$ cat src/rtl/rng_flag_pkg.sv
package rng_flag_pkg;

  // Status word bit positions; software decodes these.
  localparam int READY_BIT   = 0;
  localparam int CLKCUR_BIT  = 1;
  localparam int SEEDCUR_BIT = 2;
  localparam int CLKINT_BIT  = 5;
  localparam int SEEDINT_BIT = 6;

  // Error channels: index 0 is the clock monitor, index 1 the seed checker.
  localparam int N_ERR    = 2;
  localparam int ERR_CLK  = 0;
  localparam int ERR_SEED = 1;

  function automatic int curBitOf(input int ch);
    return (ch == ERR_CLK) ? CLKCUR_BIT : SEEDCUR_BIT;
  endfunction

  function automatic int intBitOf(input int ch);
    return (ch == ERR_CLK) ? CLKINT_BIT : SEEDINT_BIT;
  endfunction

  // Strobes from control to the flag datapath, one cycle each.
  typedef struct packed {
    logic             setReady;
    logic             clrReady;
    logic [N_ERR-1:0] errLive;   // masked live conditions
    logic [N_ERR-1:0] setErr;    // rising edge of a live bit
    logic [N_ERR-1:0] clrErr;    // write of 0 to a sticky bit
  } flagStrobes_t;

endpackage

$ cat src/rtl/rng_flag_ctrl.sv
module rng_flag_ctrl
  import rng_flag_pkg::*;
#(
  parameter int STAT_W = 32
) (
  input  logic              newValue,
  input  logic              dataRead,
  input  logic              seedErrLive,
  input  logic              clkErrLive,
  input  logic              clkDetectOff,
  input  logic              statWrite,
  input  logic [STAT_W-1:0] statWdata,
  input  logic [N_ERR-1:0]  errCur,
  output flagStrobes_t      strb
);

  logic unusedWdata;
  assign unusedWdata = ^statWdata;

  always_comb begin
    strb = '0;
    strb.setReady = newValue;
    strb.clrReady = dataRead;
    strb.errLive[ERR_CLK]  = clkErrLive & ~clkDetectOff;
    strb.errLive[ERR_SEED] = seedErrLive;
    for (int ch = 0; ch < N_ERR; ch++) begin
      strb.setErr[ch] = strb.errLive[ch] & ~errCur[ch];
      strb.clrErr[ch] = statWrite & ~statWdata[intBitOf(ch)];
    end
  end

endmodule

$ cat src/rtl/rng_flag_dpath.sv
module rng_flag_dpath
  import rng_flag_pkg::*;
#(
  parameter int STAT_W = 32
) (
  input  logic              clk,
  input  logic              rstN,
  input  flagStrobes_t      strb,
  input  logic              irqEnable,
  output logic [N_ERR-1:0]  errCur,
  output logic [STAT_W-1:0] statRdata,
  output logic              irq
);

  logic             dataReady;
  logic [N_ERR-1:0] errInt;

  always_ff @(posedge clk or negedge rstN) begin
    if (!rstN)              dataReady <= 1'b0;
    else if (strb.setReady) dataReady <= 1'b1;
    else if (strb.clrReady) dataReady <= 1'b0;
  end


  ready_clear_chk: assert property (@(posedge clk) disable iff (!rstN)
    (strb.clrReady && !strb.setReady) |=> !dataReady);

  for (genvar ch = 0; ch < N_ERR; ch++) begin : g_err
    always_ff @(posedge clk or negedge rstN) begin
      if (!rstN) begin
        errCur[ch] <= 1'b0;
        errInt[ch] <= 1'b0;
      end else begin
        errCur[ch] <= strb.errLive[ch];
        if (strb.setErr[ch])      errInt[ch] <= 1'b1;   // set beats clear
        else if (strb.clrErr[ch]) errInt[ch] <= 1'b0;
      end
    end


    sticky_set_chk: assert property (@(posedge clk) disable iff (!rstN)
      strb.setErr[ch] |=> (errInt[ch] && errCur[ch]));


    sticky_clear_chk: assert property (@(posedge clk) disable iff (!rstN)
      (strb.clrErr[ch] && !strb.setErr[ch]) |=> !errInt[ch]);


    sticky_hold_chk: assert property (@(posedge clk) disable iff (!rstN)
      (!strb.clrErr[ch] && !strb.setErr[ch]) |=> $stable(errInt[ch]));
  end

  always_comb begin
    statRdata = '0;
    statRdata[READY_BIT] = dataReady;
    for (int ch = 0; ch < N_ERR; ch++) begin
      statRdata[curBitOf(ch)] = errCur[ch];
      statRdata[intBitOf(ch)] = errInt[ch];
    end
  end

  assign irq = irqEnable & (dataReady | (|errInt));

endmodule

$ cat src/rtl/rng_flag_unit.sv
module rng_flag_unit
  import rng_flag_pkg::*;
#(
  parameter int STAT_W = 32   // must be at least 7
) (
  input  logic              clk,
  input  logic              rstN,
  input  logic              newValue,
  input  logic              dataRead,
  input  logic              seedErrLive,
  input  logic              clkErrLive,
  input  logic              clkDetectOff,
  input  logic              irqEnable,
  input  logic              statWrite,
  input  logic [STAT_W-1:0] statWdata,
  output logic [STAT_W-1:0] statRdata,
  output logic              irq
);

  flagStrobes_t     strb;
  logic [N_ERR-1:0] errCur;

  rng_flag_ctrl #(.STAT_W(STAT_W)) i_ctrl (
    .newValue    (newValue),
    .dataRead    (dataRead),
    .seedErrLive (seedErrLive),
    .clkErrLive  (clkErrLive),
    .clkDetectOff(clkDetectOff),
    .statWrite   (statWrite),
    .statWdata   (statWdata),
    .errCur      (errCur),
    .strb        (strb)
  );

  rng_flag_dpath #(.STAT_W(STAT_W)) i_dpath (
    .clk      (clk),
    .rstN     (rstN),
    .strb     (strb),
    .irqEnable(irqEnable),
    .errCur   (errCur),
    .statRdata(statRdata),
    .irq      (irq)
  );


  ready_set_chk: assert property (@(posedge clk) disable iff (!rstN)
    newValue |=> statRdata[READY_BIT]);


  clk_mask_chk: assert property (@(posedge clk) disable iff (!rstN)
    clkDetectOff |=> !statRdata[CLKCUR_BIT]);


  seed_follow_chk: assert property (@(posedge clk) disable iff (!rstN)
    seedErrLive |=> statRdata[SEEDCUR_BIT]);


  irq_gate_chk: assert property (@(posedge clk) disable iff (!rstN)
    !irqEnable |-> !irq);

endmodule

$ cat config.mk
export PLATFORM = sky130hd
export DESIGN_NAME = rng_flag_unit
export DESIGN_NICKNAME = d
export VERILOG_FILES = /design/src/rtl/rng_flag_pkg.sv /design/src/rtl/rng_flag_ctrl.sv /design/src/rtl/rng_flag_dpath.sv /design/src/rtl/rng_flag_unit.sv
export SDC_FILE = /design/constraint.sdc
export NUM_CORES = 1
export LEC_CHECK = 0
export ABC_AREA = 1
export BUFFER_PORTS_ARGS = -buffer_cell sky130_fd_sc_hd__buf_4
export CORE_MARGIN = 1
export CORE_UTILIZATION = 23
export DETAILED_ROUTE_END_ITERATION = 8
export PLACE_DENSITY = 0.72
export SKIP_LAST_GASP = 1
export SYNTH_ARGS = -nofsm -noshare
export SYNTH_HDL_FRONTEND = slang
export SYNTH_SLANG_ARGS = --single-unit
$ cat constraint.sdc
create_clock -name clk -period 0.8 [get_ports clk]
set_clock_uncertainty 0.1 [all_clocks]
set_input_delay 0.12 -clock clk [delete_from_list [all_inputs] [get_ports clk]]
set_output_delay 0.12 -clock clk [all_outputs]
set_load 0.005 [all_outputs]
======== Word level (Yosys, flattened, before mapping) ========
Cells that the tools add are included.
word-level totals
  register bits after elaboration ......... 5
  input port bits ......................... 41
  output and inout port bits .............. 33
  word-level logic and storage cells ...... 27
operators by class
  multiplexer cells ....................... 6
  bitwise operators ....................... 12
  reduce and logical (&&, ||, !) cells .... 4
operators with widths
  kind               count
  $and 1x1->1        6
  $mux 1             6
  $reduce_bool 2->1  3
  $not 1->1          5
  $reduce_or 2->1    1
  $or 1x1->1         1

======== Longest topological paths before layout ========
  depth in word-level cells ............... 4
  mapped depth ............................ 4
  mapped depth without buffers ............ 4

======== By module ========
From an unflattened synthesis, not the netlist that was laid out.
unflattened totals
  cell total of the unflattened synthesis .. 57
  area total of the unflattened synthesis .. 461.7 um^2
modules (own cells, without submodules)
  module          instances  cells an instance  area an instance (um^2)  sequential area each (um^2)
  rng_flag_dpath  1          45                 400.4                    125.1
  rng_flag_ctrl   1          12                 61.3                     0.0

======== Worst setup path before layout ========
Ideal clock, no wire load.
  path kind ............................... register -> output
  start point ............................. reg i_dpath.errInt[1], in the netlist i_dpath.statRdata[6]
  end point ............................... out irq
  data arrival time ....................... 0.550 ns
  path slack .............................. 0.030 ns
  cell stages (with the launch flop) ...... 3
  path through ............................ dfrtp_1 -> nor2_1 -> a21oi_1
on the way
  word-level cells in the longest chain between the ends .. 3
ends and longest elaborated chain
  element                            RTL line              source
  from (decl)                        rng_flag_dpath.sv:16  logic [N_ERR-1:0] errInt;
  from (signal, indexed assignment)  rng_flag_dpath.sv:32  errInt[ch] <= 1'b0;
  from (signal, indexed assignment)  rng_flag_dpath.sv:35  if (strb.setErr[ch]) errInt[ch] <= 1'b1;
  from (signal, indexed assignment)  rng_flag_dpath.sv:36  else if (strb.clrErr[ch]) errInt[ch] <= 1'b0;
  $reduce_or 2->1                    rng_flag_dpath.sv:62  assign irq = irqEnable & (dataReady | (|errInt));
  $or 1x1->1                         rng_flag_dpath.sv:62
  $and 1x1->1                        rng_flag_dpath.sv:62
  to (decl)                          rng_flag_unit.sv:17   output logic irq
No other way between the ends.

======== Final worst setup path ========
Ends and elaborated chain as after synthesis.

==> insert_results.sql <==
INSERT INTO impl_metrics (metric_group, metric, value, unit) VALUES
('synthesis', 'yosys-top-cells-area', 'buf_4, dfrtp_1, nand2_1, inv_1, o21bai_1', ''),
('synthesis', 'syn-cell-area', '417.9', 'µm²'),
('finish', 'area_taken_by_multi_input_logic_gates', '161.4', 'µm²'),
('clock_network', 'worstSkewPairLatency', '240', 'ps'),
('clock_network', 'cts-root-to-sink-buffers', '2', ''),
('finish', 'layout.nets', '121', ''),
('routing', 'post-route-drc-count', '0', ''),
('synthesis', 'synth_largest_type_area_fraction', '50.30', '%'),
('finish', 'area.growth.synth_to_final', '38.32', '%'),
('die', 'area_of_the_die', '1991', 'µm²'),
('critical_path', 'critPathRequiredTime', '580', 'ps'),
('grt', 'global_route.usage.total', '8.333', '%'),
('synthesis', 'synth_sequential_area_ratio', '29.94', '%'),
('timing', 'timing.final.setup_violations', '9', ''),
('finish', 'fillers', '175', ''),
('routing', 'avgRoutedWirePerCell', '6.692', 'µm'),
('timing', 'final.hold.worst_slack', '-59.04', 'ps'),
('placed_design', 'placed_cells_incl_taps', '95', ''),
('synthesis', 'synthesis.area_per_instance', '7.885', 'µm²'),
('die', 'die_y', '44.63', 'µm'),
('timing', 'fin_crit', '1142', 'ps'),
('grt', 'overflow', '0', ''),
('die', 'dieWidth', '44.63', 'µm'),
('outcome', 'violations', 'negative hold slack, negative setup slack', ''),
('timing', 'final_hold_viol_count', '3', ''),
('synthesis', 'yosysTopAreaCell', 'buf_4', ''),
('clock_network', 'clock_sinks', '5', ''),
('timing', 'setup_repair_after_global_routing_missed_its_margin', 'yes', ''),
('critical_path', 'end_kind', 'output port', ''),
('outcome', 'result_of_the_run', 'finished, violations left', ''),
('synthesis', 'synthesis.yosys.warnings', '0', ''),
('critical_path', 'cp_data_arrival_time', '920', 'ps'),
('power_and_ir_drop', 'total_design_power', '789.0', 'µW'),
('power_and_ir_drop', 'max_vdd_drop', '0.6609', 'mV'),
('clock_network', 'path_clk_slew', '40', 'ps'),
('die', 'num_rows', '15', ''),
('timing', 'timing.fmax', '875.7', 'MHz'),
('clock_network', 'tritoncts', 'built', ''),
('critical_path', 'critical_path.endpoint', 'irq', ''),
('routing', 'via_count', '314', ''),
('worst_hold_path', 'hp-start', 'clkDetectOff', ''),
('timing', 'timing_max_transition_violations_final', '0', ''),
('power_and_ir_drop', 'leakage', '0.3486', 'nW'),
('critical_path', 'timing.rr.start', 'i_dpath.dataReady', ''),
('die', 'design.portCount', '74', ''),
('synthesis', 'netlist-cell-type-count', '9', ''),
('finish', 'finish.cell_count_without_fillers', '104', ''),
('critical_path', 'worst-setup-path-type', 'reg2out', ''),
('die', 'core', '1708', 'µm²'),
('finish', 'antenna_cells', '0', ''),
('placed_design', 'numPortBuffers', '16', ''),
('critical_path', 'rr_worst_depth', '3', ''),
('critical_path', 'capture_point_of_the_worst_reg_to_reg_path', 'i_dpath.dataReady', ''),
('critical_path', 'timing.critical_path.from_type', 'flop', ''),
('timing', 'setup_slack', '-342.0', 'ps'),
('clock_network', 'clk_root_buffer_cell', 'clkbuf_4', ''),
('grt', 'grt_antenna_before_repair', '0', ''),
('routing', 'drt_first_pass_iters', '3', ''),
('placed_design', 'detailedPlacementHpwl', '551.8', 'µm'),
('routing', 'viasPerCell', '3.019', ''),
('worst_hold_path', 'timing.hold.worst_path_depth', '2', ''),
('routing', 'final_ant_viol_nets', '0', ''),
('power_and_ir_drop', 'power_density', '1365', 'nW/µm²'),
('timing', 'post_route_clock_period_utilization', '142.8', '%'),
('critical_path', 'launch_point_of_the_critical_path', 'i_dpath.statRdata[6]', ''),
('grt', 'grt_first_pass_wirelength', '1055', 'µm'),
('grt', 'first_global_vias', '271', ''),
('synthesis', 'yosys_register_bits', '5', ''),
('critical_path', 'timing.reg2reg.setup_slack', '-30', 'ps'),
('finish', 'sequential_cell_area', '125.1', 'µm²'),
('finish', 'fraction_of_final_layout_cells_with_drive_strength_greater_than_1', '39.24', '%'),
('worst_hold_path', 'hp-class', 'in2reg', ''),
('clock_network', 'cts_made_buffers', '3', ''),
('routing', 'initialDrtViolationCount', '2', ''),
('placed_design', 'place_congestion', '0.6145', ''),
('die', 'floorplan.initialDensity', '24.47', '%'),
('critical_path', 'worst-path-max-fanout', '2', ''),
('grt', 'largest_net_degree_at_the_start_of_global_routing', '6', ''),
('routing', 'route.final.wire_length', '696', 'µm'),
('flow_run', 'maxCapViolCount', '0', ''),
('clock_network', 'cts_max_level', '1', ''),
('synthesis', 'netlist_instances', '53', '');
sequential cells by signal, summed over array words and instances, names as in the netlist:
| register | flops |
|---|---|
| i_dpath.errCur | 2 |
| i_dpath.dataReady | 1 |
| i_dpath.statRdata | 2 |
synth_stat cells, drive strengths merged:
master,instances
buf,28
nand2,8
conb,1
o21bai,1
dfrtp,5
a21oi,1
nor2,2
inv,7
metrics by stage:
| stage | util, % | worst slack, ps | cell area (µm²) | hold WS (ps) | TNS, ps |
|---|---|---|---|---|---|
| final | 33.85 | -342.0 | 578.1 | -59.04 | -1621 |
| after global routing | 33.85 | -413.6 | 578.1 | -79.24 | -2073 |
| after CTS | 31.94 | -350.8 | 545.5 | -73.78 | -1723 |
| after detailed placement | 28.06 | -85.98 | 479.2 | -173.3 | -253.4 |
| after global placement | 28.06 | -67.51 | 479.2 | -177.4 | -140.4 |
| after floorplan | - | 29.90 | 515.5 | -275.6 | 0 |
worst max-delay path: stages, from the launching register on:
cell and delay (ps):
dfrtp_1 370, nor2_1 110, a21oi_1 70, buf_4 130
report_power, final:
group	internal, mW	switching (mW)
registers	0.275	0.0139
clock network	0.188	0.0968
logic	0.123	0.0918
cell usage in the layout, fill, tap and decap left out:
master / count
nand2_2: 3
dfrtp_1: 5
nor2_2: 1
inv_1: 5
conb_1: 27
buf_6: 6
nor2_1: 1
clkbuf_1: 1
nand2_1: 5
buf_4: 16
dlygate4sd3_1: 2
clkbuf_4: 3
inv_2: 2
a21oi_1: 1
o21bai_1: 1
layout make-up:
| type | instances | share of cell area [%] |
|---|---|---|
| clock buffers | 4 | 4.545 |
| inverters | 7 | 4.545 |
| multi-input cells | 39 | 27.92 |
| flip-flops and latches | 5 | 21.65 |
| well taps | 25 | 5.411 |
| repair buffers | 24 | 35.93 |
worst min-delay path by stage:
stage,to,slack [ps]
2_1_floorplan,i_dpath.dataReady,-280
3_3_place_gp,i_dpath.dataReady,-180
3_5_place_dp,i_dpath.dataReady,-170
4_1_cts,i_dpath.errCur[0],-70
5_1_grt,i_dpath.errCur[0],-80
6_report,i_dpath.errCur[0],-60
logic make-up after synthesis:
| logic type | after synthesis | share of synthesized area (%) |
|---|---|---|
| buffers and inverters | 35 | 56.59 |
| AND/OR/NAND/NOR | 10 | 9.581 |
| flip-flops | 5 | 29.94 |
| AO/OA/AOI/OAI | 2 | 2.994 |
| other | 1 | 0.8973 |
metal layers:
| layer | GRT usage [%] | wire length [µm] | vias to the layer above |
|---|---|---|---|
| li1 | - | - | 151 |
| met1 | 6.948 | 259 | 134 |
| met4 | 5.455 | 0 | 0 |
| met2 | 13.82 | 360 | 29 |
| met5 | 0 | 0 | - |
| met3 | 6.122 | 76 | 0 |
timing repair:
item / 4_1_cts / 5_1_grt
endpoints found under the hold margin: 9 / 3
setup buffers: 1 / 3
endpoints found under the setup margin: 9 / 9
hold buffers: 2 / 1
pin swaps: 1 / 3
resized for setup: 4 / 7
No activity file was read; power rests on OpenSTA's default activity.
